$ cat src/rtl/alu_flagreg.sv
module alu_flagreg #(
  parameter int W = 16
) (
  input  logic         clk,
  input  logic         rst_n,
  input  logic [W-1:0] op_a,
  input  logic [W-1:0] op_b,
  input  logic [3:0]   opcode,
  input  logic         byte_mode,
  input  logic         flag_we,
  output logic [W-1:0] result,
  output logic         result_valid,
  output logic [15:0]  flags
);
  localparam int HB = W / 2;
  localparam logic [15:0] DEF_MASK = 16'h0FD5;

  localparam int B_CF = 0;
  localparam int B_PF = 2;
  localparam int B_AF = 4;
  localparam int B_ZF = 6;
  localparam int B_SF = 7;
  localparam int B_TF = 8;
  localparam int B_OF = 11;

  typedef enum logic [3:0] {
    OP_ADD = 4'd0, OP_ADC = 4'd1, OP_SUB = 4'd2, OP_SBB = 4'd3,
    OP_CMP = 4'd4, OP_AND = 4'd5, OP_OR  = 4'd6, OP_XOR = 4'd7,
    OP_SETC = 4'd8, OP_CLRC = 4'd9
  } op_t;

  logic [15:0] flg_q, flg_d;

  logic [W-1:0] am, bm;
  assign am = byte_mode ? {{HB{1'b0}}, op_a[HB-1:0]} : op_a;
  assign bm = byte_mode ? {{HB{1'b0}}, op_b[HB-1:0]} : op_b;

  logic cin;
  assign cin = (opcode == OP_ADC || opcode == OP_SBB) ? flg_q[B_CF] : 1'b0;

  logic [W:0] sum, dif, raw;
  assign sum = {1'b0, am} + {1'b0, bm} + {{W{1'b0}}, cin};
  assign dif = {1'b0, am} - {1'b0, bm} - {{W{1'b0}}, cin};

  logic is_add, is_sub, is_log;
  assign is_add = (opcode == OP_ADD) || (opcode == OP_ADC);
  assign is_sub = (opcode == OP_SUB) || (opcode == OP_SBB) || (opcode == OP_CMP);
  assign is_log = (opcode == OP_AND) || (opcode == OP_OR) || (opcode == OP_XOR);

  always_comb begin
    case (opcode)
      OP_AND:  raw = {1'b0, am & bm};
      OP_OR:   raw = {1'b0, am | bm};
      OP_XOR:  raw = {1'b0, am ^ bm};
      default: raw = is_add ? sum : dif;
    endcase
  end

  logic [W-1:0] res;
  assign res = byte_mode ? {{HB{1'b0}}, raw[HB-1:0]} : raw[W-1:0];

  logic carry, r_msb, a_msb, b_msb, ovf, aux;
  assign carry = byte_mode ? raw[HB] : raw[W];
  assign r_msb = byte_mode ? res[HB-1] : res[W-1];
  assign a_msb = byte_mode ? am[HB-1] : am[W-1];
  assign b_msb = byte_mode ? bm[HB-1] : bm[W-1];
  assign aux   = am[4] ^ bm[4] ^ raw[4];
  assign ovf   = is_add ? (a_msb == b_msb) && (r_msb != a_msb)
                        : (a_msb != b_msb) && (r_msb != a_msb);

  assign result       = (is_add || is_sub || is_log) && opcode != OP_CMP ? res
                      : (opcode == OP_CMP ? res : '0);
  assign result_valid = is_add || is_log || (is_sub && opcode != OP_CMP);

  always_comb begin
    flg_d = flg_q;
    if (is_add || is_sub || is_log) begin
      flg_d[B_ZF] = (res == '0);
      flg_d[B_SF] = r_msb;
      flg_d[B_PF] = ~^res[7:0];
      flg_d[B_CF] = is_log ? 1'b0 : carry;
      flg_d[B_OF] = is_log ? 1'b0 : ovf;
      if (!is_log) flg_d[B_AF] = aux;
    end else if (opcode == OP_SETC) begin
      flg_d[B_TF +: 3] = flg_q[B_TF +: 3] | op_b[2:0];
    end else if (opcode == OP_CLRC) begin
      flg_d[B_TF +: 3] = flg_q[B_TF +: 3] & ~op_b[2:0];
    end
  end

  always_ff @(posedge clk or negedge rst_n) begin
    if (!rst_n)       flg_q <= '0;
    else if (flag_we) flg_q <= flg_d & DEF_MASK;
  end

  assign flags = flg_q;

  a_r10_undef_zero: assert property (@(posedge clk) disable iff (!rst_n)
    (flags & ~DEF_MASK) == 16'h0);
  a_r9_hold: assert property (@(posedge clk) disable iff (!rst_n)
    !flag_we |=> $stable(flags));
  a_r8_ctl_kept: assert property (@(posedge clk) disable iff (!rst_n)
    (opcode < 4'd8) |=> $stable(flags[10:8]));
  a_r5_logic_clr: assert property (@(posedge clk) disable iff (!rst_n)
    (flag_we && is_log) |=> (!flags[B_CF] && !flags[B_OF]));
  a_r5_af_kept: assert property (@(posedge clk) disable iff (!rst_n)
    (flag_we && is_log) |=> $stable(flags[B_AF]));
  a_r7_cmp_nowb: assert property (@(posedge clk) disable iff (!rst_n)
    (opcode == OP_CMP) |-> !result_valid);
  a_r6_byte_upper: assert property (@(posedge clk) disable iff (!rst_n)
    byte_mode |-> (result[W-1:HB] == '0));
endmodule

$ cat config.mk
export PLATFORM = sky130hd
export DESIGN_NAME = alu_flagreg
export DESIGN_NICKNAME = d
export VERILOG_FILES = /design/src/rtl/alu_flagreg.sv
export SDC_FILE = /design/constraint.sdc
export NUM_CORES = 1
export LEC_CHECK = 0
export CORE_ASPECT_RATIO = 0.5
export CORE_MARGIN = 4
export CORE_UTILIZATION = 54
export DETAILED_ROUTE_END_ITERATION = 6
export PLACE_DENSITY = 0.88
export SYNTH_ARGS = -nofsm -noshare
export SYNTH_HDL_FRONTEND = slang
export SYNTH_SLANG_ARGS = --single-unit
$ cat constraint.sdc
create_clock -name clk -period 8.6 [get_ports clk]
set_clock_uncertainty 0.15 [all_clocks]
set_input_delay 1.72 -clock clk [delete_from_list [all_inputs] [get_ports clk]]
set_output_delay 1.72 -clock clk [all_outputs]
set_load 0.1 [all_outputs]
Word level (Yosys, flattened, before mapping)
Index checks and enable logic that the tools add are counted.
{"block": "totals", "out_inout_bits": 33, "in_bits": 40, "ff_bits": 9}
{"block": "classes", "add_sub_neg": 4, "n_bitwise": 10, "n_eq_ne": 13, "n_mux": 17, "n_reduce_logical": 21}
{"operator": "16-bit two-way mux", "n": 5}
{"operator": "17-bit one-hot mux with 3 select lines", "n": 1}
{"operator": "16-bit by 16-bit adder with 17-bit output", "n": 1}
{"operator": "17-bit by 1-bit adder with 17-bit output", "n": 1}
{"operator": "17-bit two-way mux", "n": 1}
{"operator": "16-bit by 16-bit subtractor with 17-bit output", "n": 1}
{"operator": "17-bit by 1-bit subtractor with 17-bit output", "n": 1}
{"operator": "16-bit AND", "n": 1}
{"operator": "4-bit by 3-bit equality test with 1-bit output (second input constant)", "n": 4}
{"operator": "16-bit logical NOT", "n": 1}
{"operator": "16-bit bitwise OR", "n": 1}
{"operator": "16-bit bitwise XOR", "n": 1}
{"operator": "1-bit logical OR", "n": 10}
{"operator": "4-bit by 2-bit equality test with 1-bit output (second input constant)", "n": 2}
{"operator": "4-bit equality test (second input constant)", "n": 2}
{"operator": "1-bit two-way mux", "n": 8}
{"operator": "8-bit XNOR reduction", "n": 1}
{"operator": "3-bit two-way mux", "n": 2}
{"operator": "3-bit AND reduction", "n": 2}
{"operator": "4-bit by 1-bit equality test with 1-bit output (second input constant)", "n": 1}
{"operator": "1-bit logical AND", "n": 4}
{"operator": "4-bit logical NOT", "n": 1}
{"operator": "4-bit by 3-bit != test with 1-bit output (second input constant)", "n": 1}
{"operator": "3-bit AND", "n": 1}
{"operator": "8 further kinds", "n": 11}

Logic depth before layout (Yosys ltp)
Gate-level depths: netlist (run 1).
{"block": "logic_depth", "word_depth": 12, "depth_mapped": 20, "mapped_depth_nobuf": 19}

Least setup slack after synthesis (run 1)
No wires, ideal clock.
{"block": "synth_timing", "path_kind": "input port to output port", "from": "input opcode[0]", "to": "output result[11]", "slack_ps": -74, "arrival_ps": 6804, "cell_stages": 13, "path_cell_list": "clkbuf_1 clkbuf_1 nand3_1 inv_1 fa_1 inv_1 ha_1 o21ai_0 a211oi_1 a21oi_1 o21ai_0 a21oi_1 nor4_1"}
{"block": "synth_between", "elab_chain_cells": 9, "elab_cells_between_ends": 26, "cone_classes": "2 x add/sub; 8 x eq/ne; 6 x mux; 10 x reduce/logical"}
{"item": "start, declared", "line": "8", "text": "input logic [3:0] opcode,"}
{"item": "4-bit by 1-bit equality test with 1-bit output or 4-bit by 2-bit equality test with 1-bit output (tied branches)", "line": "39, 46, 47"}
{"item": "1-bit logical OR", "line": "39", "text": "assign cin = (opcode == OP_ADC || opcode == OP_SBB) ? flg_q[B_CF] : 1'b0;"}
{"item": "1-bit two-way mux", "line": "39"}
{"item": "17-bit by 1-bit subtractor with 17-bit output or 17-bit by 1-bit adder with 17-bit output (tied branches)", "line": "43, 42"}
{"item": "17-bit two-way mux", "line": "55", "text": "default: raw = is_add ? sum : dif;"}
{"item": "17-bit one-hot mux with 3 select lines", "line": "51", "text": "case (opcode)"}
{"item": "16-bit two-way mux", "line": "60", "text": "assign res = byte_mode ? {{HB{1'b0}}, raw[HB-1:0]} : raw[W-1:0];"}
{"item": "16-bit two-way mux", "line": "72", "text": ": (opcode == OP_CMP ? res : '0);"}
{"item": "16-bit two-way mux *", "line": "71", "text": "assign result = (is_add || is_sub || is_log) && opcode != OP_CMP ? res"}
{"item": "end, declared", "line": "11", "text": "output logic [W-1:0] result,"}
Every way passes the cells marked *; elsewhere a longest branch is shown, timed or not.

Worst setup path in the final report (run 1)
{"block": "layout_timing", "from": "input byte_mode", "to": "output result[13]"}
{"block": "layout_between", "elab_chain_cells": 8, "elab_cells_between_ends": 14, "cone_classes": "4 x add/sub; 7 x mux; 3 x bitwise"}
{"item": "start, declared", "line": "9", "text": "input logic byte_mode,"}
{"item": "16-bit two-way mux (on tied branches)", "line": "35, 36"}
{"item": "16-bit by 16-bit subtractor with 17-bit output or 16-bit by 16-bit adder with 17-bit output (tied branches)", "line": "43, 42"}
{"item": "17-bit by 1-bit subtractor with 17-bit output or 17-bit by 1-bit adder with 17-bit output (tied branches)", "line": "43, 42"}
{"item": "17-bit two-way mux", "line": "55"}
{"item": "17-bit one-hot mux with 3 select lines", "line": "51"}
{"item": "16-bit two-way mux *", "line": "60"}
{"item": "16-bit two-way mux", "line": "72"}
{"item": "16-bit two-way mux *", "line": "71"}
Marks and branches as above.

==> reports/results.ini, run 1 <==
[cells_and_area]
syn_to_final_growth_pct=19.8
finalNetCount=681
diodes=0
final_cells=658
drive_gt1_frac=0.0825

[yosys]
yosys_warnings=0
ys_seq_elements=9
synth_cells=516
synth-edff-count=0
synth_area_um2=3690
ys_types=63
synth_ff_type=dfrtp_1
synthArstFlopShare=1.00
syn_avg_cell_area_um2=7.14
ys_seq_area_frac=0.0611

[critical_path]
critical_path_class=input pin to output port
crit_start=byte_mode
rr_worst_depth=16
timing.critical_path.fanout_max=22
worst_setup_path_end_kind=output port
crit_end=result[13]
r2r_slack_ns=4.34
reg2reg_to=flags[6]
r2r-start=flags[0]
required_ns=6.73
start_kind=input pin
arrival_ns=5.46

[floorplanning]
io_pins=73
die_y_um=66.4
fp.coreArea_um2=6330
die_width_um=125
rows=20
dieArea_um2=8290
start_util=0.582

[cts]
cts_buffer_depth=2
cts_buffers=3
clock_latency_ns=0.23
htree_num_levels=1
cts_setup_buffers=0
tritoncts=built
cts_resized=0
root_buffer=clkbuf_16
clk_pin_slew_worst_paths_ns=0.04
hold_buffers=0
cts.sinks=9

[sta]
maxSlewViolCount=0
period_needed_ns=7.33
fin_crit_sh=0.853
max_freq_mhz=136
hold_viol=0
relSlewSlack=0.340
worst-slew-pin-transition_ns=0.987
finalSetupViolCount=0
setup_tns_ns=0
rsz0062_at_grt=false

[routing]
wl_per_cell_um=16.1
routed_wl_um=10600
drc_errors=0
drt-initial-drc-count=314
ant_nets=0
vias=3949
avgViaCountPerCell=6.00
drtPass1Iterations=5

[grt]
grt_pass1_vias=3519
antenna_found_initial=0
grt_pass1_wl_um=17300
grt_max_degree=27
grtUsageTotal=0.250
overflow=0

[place]
place.gp.congestion=1.03
dp_hpwl_um=8390
portBuffers=65
dp_cells=654

[power]
power_density_nw_per_um2=147
vdd_ir_drop_max_uv=158
leakagePower_uw=0.00208

[worst_hold_path]
hold_class=flop to flop

[outcome]
status=complete, no violations

[flow_run]
maxCapViolCount=0

==> cell usage after synthesis (5+ instances only) <==
master / number / share of area
a211oi_1: 15 / 0.031
a21o_1: 10 / 0.020
a21oi_1: 42 / 0.057
buf_4: 7 / 0.014
clkbuf_1: 16 / 0.016
dfrtp_1: 9 / 0.061
ha_1: 66 / 0.22
inv_1: 57 / 0.058
mux2i_1: 6 / 0.016
nand2_1: 41 / 0.042
nand2b_1: 23 / 0.039
nand3_1: 7 / 0.0095
nor2_1: 41 / 0.042
nor2b_1: 12 / 0.020
nor3_1: 12 / 0.016
o211ai_1: 6 / 0.012
o21ai_0: 36 / 0.049
o21ai_1: 5 / 0.0068
xnor2_1: 14 / 0.033
xor2_1: 9 / 0.021
==> layout make-up <==
cell class / instances / area [µm²]
Tap cell: 88 / 110
Fill cell: 520 / 1920
Multi-Input combinational cell: 429 / 3130
Sequential cell: 9 / 225
Timing Repair Buffer: 71 / 656
Inverter: 57 / 214
Clock buffer: 4 / 78.8
==> cells by family (layout without fill, tap and decap cells) <==
group	after synthesis	count (layout)	synth area share
muxes	9	9	0.0255
buffers and inverters	84	132	0.0974
AOI/OAI and AO/OA	165	165	0.309
other	1	7	0.00102
and+or+nand+nor	155	155	0.205
adders and majority gates	70	70	0.246
xor gates and xnor gates	23	23	0.0547
DFF	9	9	0.0611
==> power breakdown <==
part           total [µW]  internal, µW  switching [µW]
clock                80.1          61.8            18.3
sequential           57.9          52.0            5.95
combinational         510           163             347
total                 648           277             371
==> cells in the final DEF (no fill, tap or decap), types with 14 or more instances in the layout <==
cell	Yosys	routed
a211oi_1	15	15
a21oi_1	42	42
buf_4	7	22
clkdlybuf4s50_1	0	49
ha_1	66	66
inv_1	57	57
nand2_1	41	41
nand2b_1	23	23
nor2_1	41	41
o21ai_0	36	36
xnor2_1	14	14
==> how the worst min path moves through the flow <==
stage               depth (start not counted)  endpoint  slack, ns
floorplan                                   2      flop       0.82
global placement                            2      flop       0.32
detailed placement                          2  flags[2]       0.33
CTS                                         2      flop       0.34
global route                                2  flags[4]       0.37
finish                                      2      flop       0.33
==> per-layer routing <==
metal | track usage | vias to the layer above | wire length (µm)
met3 | 0.0508 | 15 | 1100
met4 | 0.0378 | 0 | 139
met5 | 0 | - | 0
met2 | 0.396 | 205 | 4500
li1 | - | 1926 | -
met1 | 0.356 | 1803 | 4880
==> critical path, cell delays in order <==
cell and delay [ns]:
clkdlybuf4s50_1 0.75, nand2b_1 0.35, ha_1 0.42, ha_1 0.42, nand2_1 0.12, o32ai_1 0.49, a211oi_2 0.13, nand2_1 0.09
a31oi_1 0.07, nor4_1 0.41, nor2b_1 0.19, buf_4 0.30
==> per-stage QoR <==
step / setup slack [ns] / util / hold slack, ns / power, µW / area (µm²)
3_3_place_gp: 1.43 / 0.685 / 0.315 / 553 / 4340
3_5_place_dp: 1.35 / 0.685 / 0.328 / 559 / 4340
4_1_cts: 1.35 / 0.697 / 0.341 / 644 / 4410
5_1_grt: 0.963 / 0.697 / 0.375 / 691 / 4410
6_report: 1.27 / 0.697 / 0.333 / 648 / 4410
2_1_floorplan: 1.09 / - / 0.816 / 449 / 3710
Note: power is estimated with default switching activity, not from simulation.
==> inputs of run 2 (changes only) <==
- CORE_UTILIZATION: 54 -> 55
- PLACE_DENSITY: 0.88 -> 0.89
==> run 2 against run 1 <==
  * Critical path depth up 5
  * Cell count unchanged
  * Largest power group unchanged
  * First-iteration DRC count up 5.7%
  * Combinational power up 1%
  * Global-route usage up 1.8 points
  * Clock power up 2.7%
  * Critical path type unchanged
  * Final area unchanged
  * Utilization up 0.56 points
==> reports/results.ini, run 2 (synthesis gave the netlist of run 1 again) <==
[critical_path]
critPathTopFamily=compound AO/OA/AOI/OAI gates
critical_path_class=input pin to output port
path_cells=clkdlybuf4s50_1 > buf_4 > nor2_1 > nand3_1 > inv_1 > fa_1 > inv_1 > fa_1 > nor2b_1 > o31ai_1 > a21oi_1 > a31oi_1 > or3b_2 > o21ai_0 > a21o_1 > nor2_1 > buf_4
required_ns=6.73  ; about the same
r2r-start=flags[0]
start_kind=input pin
reg2reg_to=flags[6]
critPathMaxStageDelay_ns=0.51  ; -0.24 ns
arrival_ns=5.55  ; +0.09 ns
timing.critical_path.fanout_max=24  ; +9.1%
cp.buffers_inverters=5  ; +3
rr_worst_depth=18  ; +2
cp_slowest_cell=or3b_2
r2r_slack_ns=4.38  ; +0.04 ns
worst_setup_path_end_kind=output port

[worst_hold_path]
hold-path-cell-count=2  ; unchanged
hold_class=flop to flop

[cts]
htree_num_levels=1  ; unchanged
root_buffer=clkbuf_16
cts_resized=0  ; unchanged
clock_latency_ns=0.23  ; about the same
cts_buffer_depth=2  ; unchanged
tritoncts=built
cts_setup_buffers=0  ; unchanged
cts_buffers=3  ; unchanged
cts.sinks=9  ; unchanged
clk_pin_slew_worst_paths_ns=0.04  ; about the same
hold_buffers=0  ; unchanged

[routing]
drt-initial-drc-count=332  ; +5.7%
ant_nets=0  ; unchanged
avgViaCountPerCell=6.01  ; +0.20%
drc_errors=0  ; unchanged
routed_wl_um=11000  ; +4.0%
wl_per_cell_um=16.8  ; +4.0%
vias=3957  ; +0.20%
drtPass1Iterations=5  ; unchanged

[grt]
grt_pass1_vias=3616  ; +2.8%
grt_pass1_wl_um=17400  ; +0.52%
overflow=0  ; unchanged
grt_max_degree=25  ; -7.4%
antenna_found_initial=0  ; unchanged
grtUsageTotal=0.268  ; +0.0182

[floorplanning]
io_pins=73  ; unchanged
fp.coreArea_um2=6280  ; -0.79%
rows=20  ; unchanged
die_y_um=65.9  ; -0.81%
die_width_um=124  ; -0.85%
start_util=0.587  ; +0.00464
dieArea_um2=8150  ; -1.7%

[power]
seqPwrFrac=0.088  ; about the same
pwr-share-clk=0.126  ; +0.002
leakagePower_uw=0.00208  ; unchanged
power.internal_uw=277  ; about the same
power.share.combinational=0.786  ; about the same
power_density_nw_per_um2=148  ; +1.0%
swShare=0.577  ; +0.00394
p_switching_uw=378  ; +1.7%
vdd_ir_drop_max_uv=124  ; -21%

[cells_and_area]
final_cell_mix=ha_1 (66), inv_1 (57), clkdlybuf4s50_1 (49)
diodes=0  ; unchanged
syn_to_final_growth_pct=19.8  ; unchanged
final_common_cell=ha_1
finalNetCount=681  ; unchanged
nFillCells=512  ; -1.5%
drive_gt1_frac=0.0825  ; unchanged

[sta]
setup_tns_ns=0  ; unchanged
worst-slew-pin-transition_ns=1.03  ; +0.0386 ns
rsz0062_at_grt=false
max_freq_mhz=135  ; -1.2%
period_needed_ns=7.42  ; +0.0858 ns
fin_ws_ns=1.18  ; -0.0858 ns
relSlewSlack=0.314  ; -0.0258
maxSlewViolCount=0  ; unchanged
finalSetupViolCount=0  ; unchanged
fin_crit_sh=0.863  ; +0.00998
hold_viol=0  ; unchanged

[place]
place.gp.congestion=0.986  ; -4.1%
portBuffers=65  ; unchanged
dp_slack_ns=1.29  ; -0.0619 ns
dp_hpwl_um=8700  ; +3.7%

[flow_run]
maxCapViolCount=0  ; unchanged

[outcome]
status=complete, no violations

[run 2: cell counts in the layout (fill, tap and decap cells not counted)]
No cell type changed its count.
[run 2: how the worst max path moves through the flow]
stage,from,slack [ns],endpoint,cells after the start
3_5_place_dp,opcode[3],1.29,result[14],17
2_1_floorplan,opcode[0],1.09,result[11],13
4_1_cts,opcode[3],1.27,result[14],17
5_1_grt,opcode[3],1.0,result[14],17
6_report,opcode[3],1.18,result[14],17
3_3_place_gp,opcode[3],1.32,result[14],17
[run 2: layout make-up]
class	instances	area [µm²]	share of cell area
clock buffers	4	78.8	0.0179
multi-input cells	429	3130	0.709
flip-flops and latches	9	225	0.0510
inverters	57	214	0.0485
well taps	88	110	0.0249
repair buffers	71	656	0.149
[run 2: per-stage QoR]
stage	area, µm²	instances	power, µW	hold WS, ns	utilization
after CTS	4410	658	649	0.335	0.703
after floorplan	3710	522	449	0.816	-
after global routing	4410	658	694	0.367	0.703
after global placement	4340	654	558	0.318	0.690
after detailed placement	4340	654	564	0.319	0.690
final	4410	658	655	0.326	0.703
[run 2: worst min-delay path, delay by kind of cell, from the launching register on]
kind | cells | cell delay (ns)
and+or+nand+nor | 1 | 0.05
DFF | 1 | 0.33
AOI/OAI and AO/OA | 1 | 0.06
[run 2: per-layer routing]
layer | vias up | part of all wire | wire length [µm] | global-route usage
li1 | 1914 | - | - | -
met1 | 1845 | 0.47 | 5160 | 0.379
met2 | 184 | 0.43 | 4750 | 0.416
met3 | 14 | 0.092 | 1020 | 0.0590
met4 | 0 | 0.0096 | 106 | 0.0552
met5 | - | 0 | 0 | 0
[run 2: power by group through the flow]
stage	sequential (µW)	clock (µW)	combinational, µW
6_report	57.8	82.3	515
4_1_cts	57.7	82.9	509
3_3_place_gp	58.1	0	500
5_1_grt	58.8	85.1	550
3_5_place_dp	57.9	0	506
2_1_floorplan	125	0	324
==> inputs of run 3 (changes only) <==
- PLACE_DENSITY: 0.89 -> 0.84
==> run 3 against run 2 <==
  * Wire length is 1.1% higher
  * First-iteration DRC count is 9.0% higher
  * Worst setup slack better by 0.19 ns
  * Critical endpoint unchanged
==> reports/results.ini, run 3 (synthesis gave the netlist of run 1 again) <==
[cells_and_area]
diodes=0  ; unchanged
final_common_cell=ha_1
syn_to_final_growth_pct=19.8  ; unchanged
drive_gt1_frac=0.0825  ; unchanged
nFillCells=539  ; +5.3%
utilization=0.703  ; unchanged
final_area_um2=4410  ; unchanged
final_cell_mix=ha_1 (66), inv_1 (57), clkdlybuf4s50_1 (49)
multiInputGateArea_um2=3130  ; unchanged
finalNetCount=681  ; unchanged
seq_area_um2=225  ; unchanged

[place]
dp_slack_ns=1.44  ; +0.147 ns
place.gp.congestion=0.946  ; -4.0%
portBuffers=65  ; unchanged
dp_hpwl_um=8760  ; +0.70%
place_area_um2=4340  ; unchanged

[sta]
worst-slew-pin-transition_ns=0.995  ; -0.0302 ns
hold_viol=0  ; unchanged
relSlewSlack=0.334  ; +0.0202
finalSetupViolCount=0  ; unchanged
max_freq_mhz=138  ; +2.6%
setup_tns_ns=0  ; unchanged
fin_crit_sh=0.841  ; -0.0216
fin_ws_ns=1.37  ; +0.186 ns
rsz0062_at_grt=false
maxSlewViolCount=0  ; unchanged
period_needed_ns=7.23  ; -0.186 ns

[critical_path]
critPathMaxStageDelay_ns=0.51  ; about the same
cp_slowest_cell=or3b_2
path_cells=clkdlybuf4s50_1 > buf_4 > nor2_1 > nand3_1 > inv_1 > fa_1 > inv_1 > fa_1 > nor2b_1 > o31ai_1 > a21oi_1 > a31oi_1 > or3b_2 > o21ai_0 > a21o_1 > nor2_1 > buf_4
start_kind=input pin
arrival_ns=5.36  ; -0.19 ns
required_ns=6.73  ; about the same
worst_setup_path_end_kind=output port
critical_path_class=input pin to output port
timing.critical_path.fanout_max=24  ; unchanged

[flow_run]
maxCapViolCount=0  ; unchanged

[cts]
tritoncts=built
cts_resized=0  ; unchanged
htree_num_levels=1  ; unchanged
clock_latency_ns=0.23  ; about the same
root_buffer=clkbuf_16
cts.sinks=9  ; unchanged
cts_buffer_depth=2  ; unchanged
hold_buffers=0  ; unchanged
cts_setup_buffers=0  ; unchanged
cts_buffers=3  ; unchanged
clk_pin_slew_worst_paths_ns=0.04  ; about the same

[routing]
wl_per_cell_um=17.0  ; +1.1%
ant_nets=0  ; unchanged
vias=3930  ; -0.68%
routed_wl_um=11200  ; +1.1%
drtPass1Iterations=5  ; unchanged
drc_errors=0  ; unchanged
avgViaCountPerCell=5.97  ; -0.68%
drt-initial-drc-count=362  ; +9.0%

[outcome]
status=complete, no violations

[grt]
grt_pass1_wl_um=17600  ; +1.2%
antenna_found_initial=0  ; unchanged
overflow=0  ; unchanged
grt_max_degree=32  ; +28%
grt_pass1_vias=3653  ; +1.0%
grtUsageTotal=0.268  ; +0.000548

[floorplanning]
dieArea_um2=8150  ; unchanged
io_pins=73  ; unchanged
die_y_um=65.9  ; unchanged
die_width_um=124  ; unchanged
rows=20  ; unchanged
start_util=0.587  ; unchanged
fp.coreArea_um2=6280  ; unchanged

[power]
power_density_nw_per_um2=148  ; -0.22%
vdd_ir_drop_max_uv=147  ; +18%
leakagePower_uw=0.00208  ; unchanged

[worst_hold_path]
hold_class=flop to flop

run 3: cell counts in the layout (fill, tap and decap cells not counted):
No cell type changed its count.
run 3: worst paths after layout:
kind	startpoint	to	slack [ns]	cells after the start
max in group asynchronous	rst_n	async pin	6.35	1
min in group asynchronous	rst_n	flags[6]	1.65	1
max reg2reg	flags[0]	flags[6]	4.51	16
max	opcode[3]	result[14]	1.37	17
min	flop	flop	0.33	2
min reg2reg	flop	flop	0.33	2
run 3: stage by stage:
| step | instances | total power (µW) | hold WS, ns |
|---|---|---|---|
| after floorplan | 522 | 449 | 0.816 |
| after global placement | 654 | 559 | 0.314 |
| after detailed placement | 654 | 563 | 0.321 |
| after CTS | 658 | 649 | 0.330 |
| after global routing | 658 | 692 | 0.354 |
| final | 658 | 654 | 0.326 |
run 3: where the power goes:
part / switching (µW) / total (µW) / internal (µW) / leakage, µW
Combinational: 350 / 514 / 164 / 0.00193
Sequential: 5.63 / 57.5 / 51.9 / 0.000116
Clock: 20.4 / 82.4 / 62.0 / 0.0000382
Total: 376 / 654 / 277 / 0.00208
run 3: metal layers:
metal	share of wire	GRT usage	up-vias
met5	0	0	-
met4	0.0073	0.0441	0
met3	0.10	0.0453	14
met2	0.43	0.426	200
met1	0.46	0.385	1798
li1	-	-	1918
run 3: layout make-up:
| type | instances | area share |
|---|---|---|
| Inverter | 57 | 0.0485 |
| Tap cell | 88 | 0.0249 |
| Sequential cell | 9 | 0.0510 |
| Multi-Input combinational cell | 429 | 0.709 |
| Timing Repair Buffer | 71 | 0.149 |
| Clock buffer | 4 | 0.0179 |
run 3: worst max-delay path, delay by kind of cell:
family,cells,cell delay (ns)
simple gates,5,1.01
compound gates,5,1.03
fa+ha+maj,2,0.59
buf+inv,5,1.00
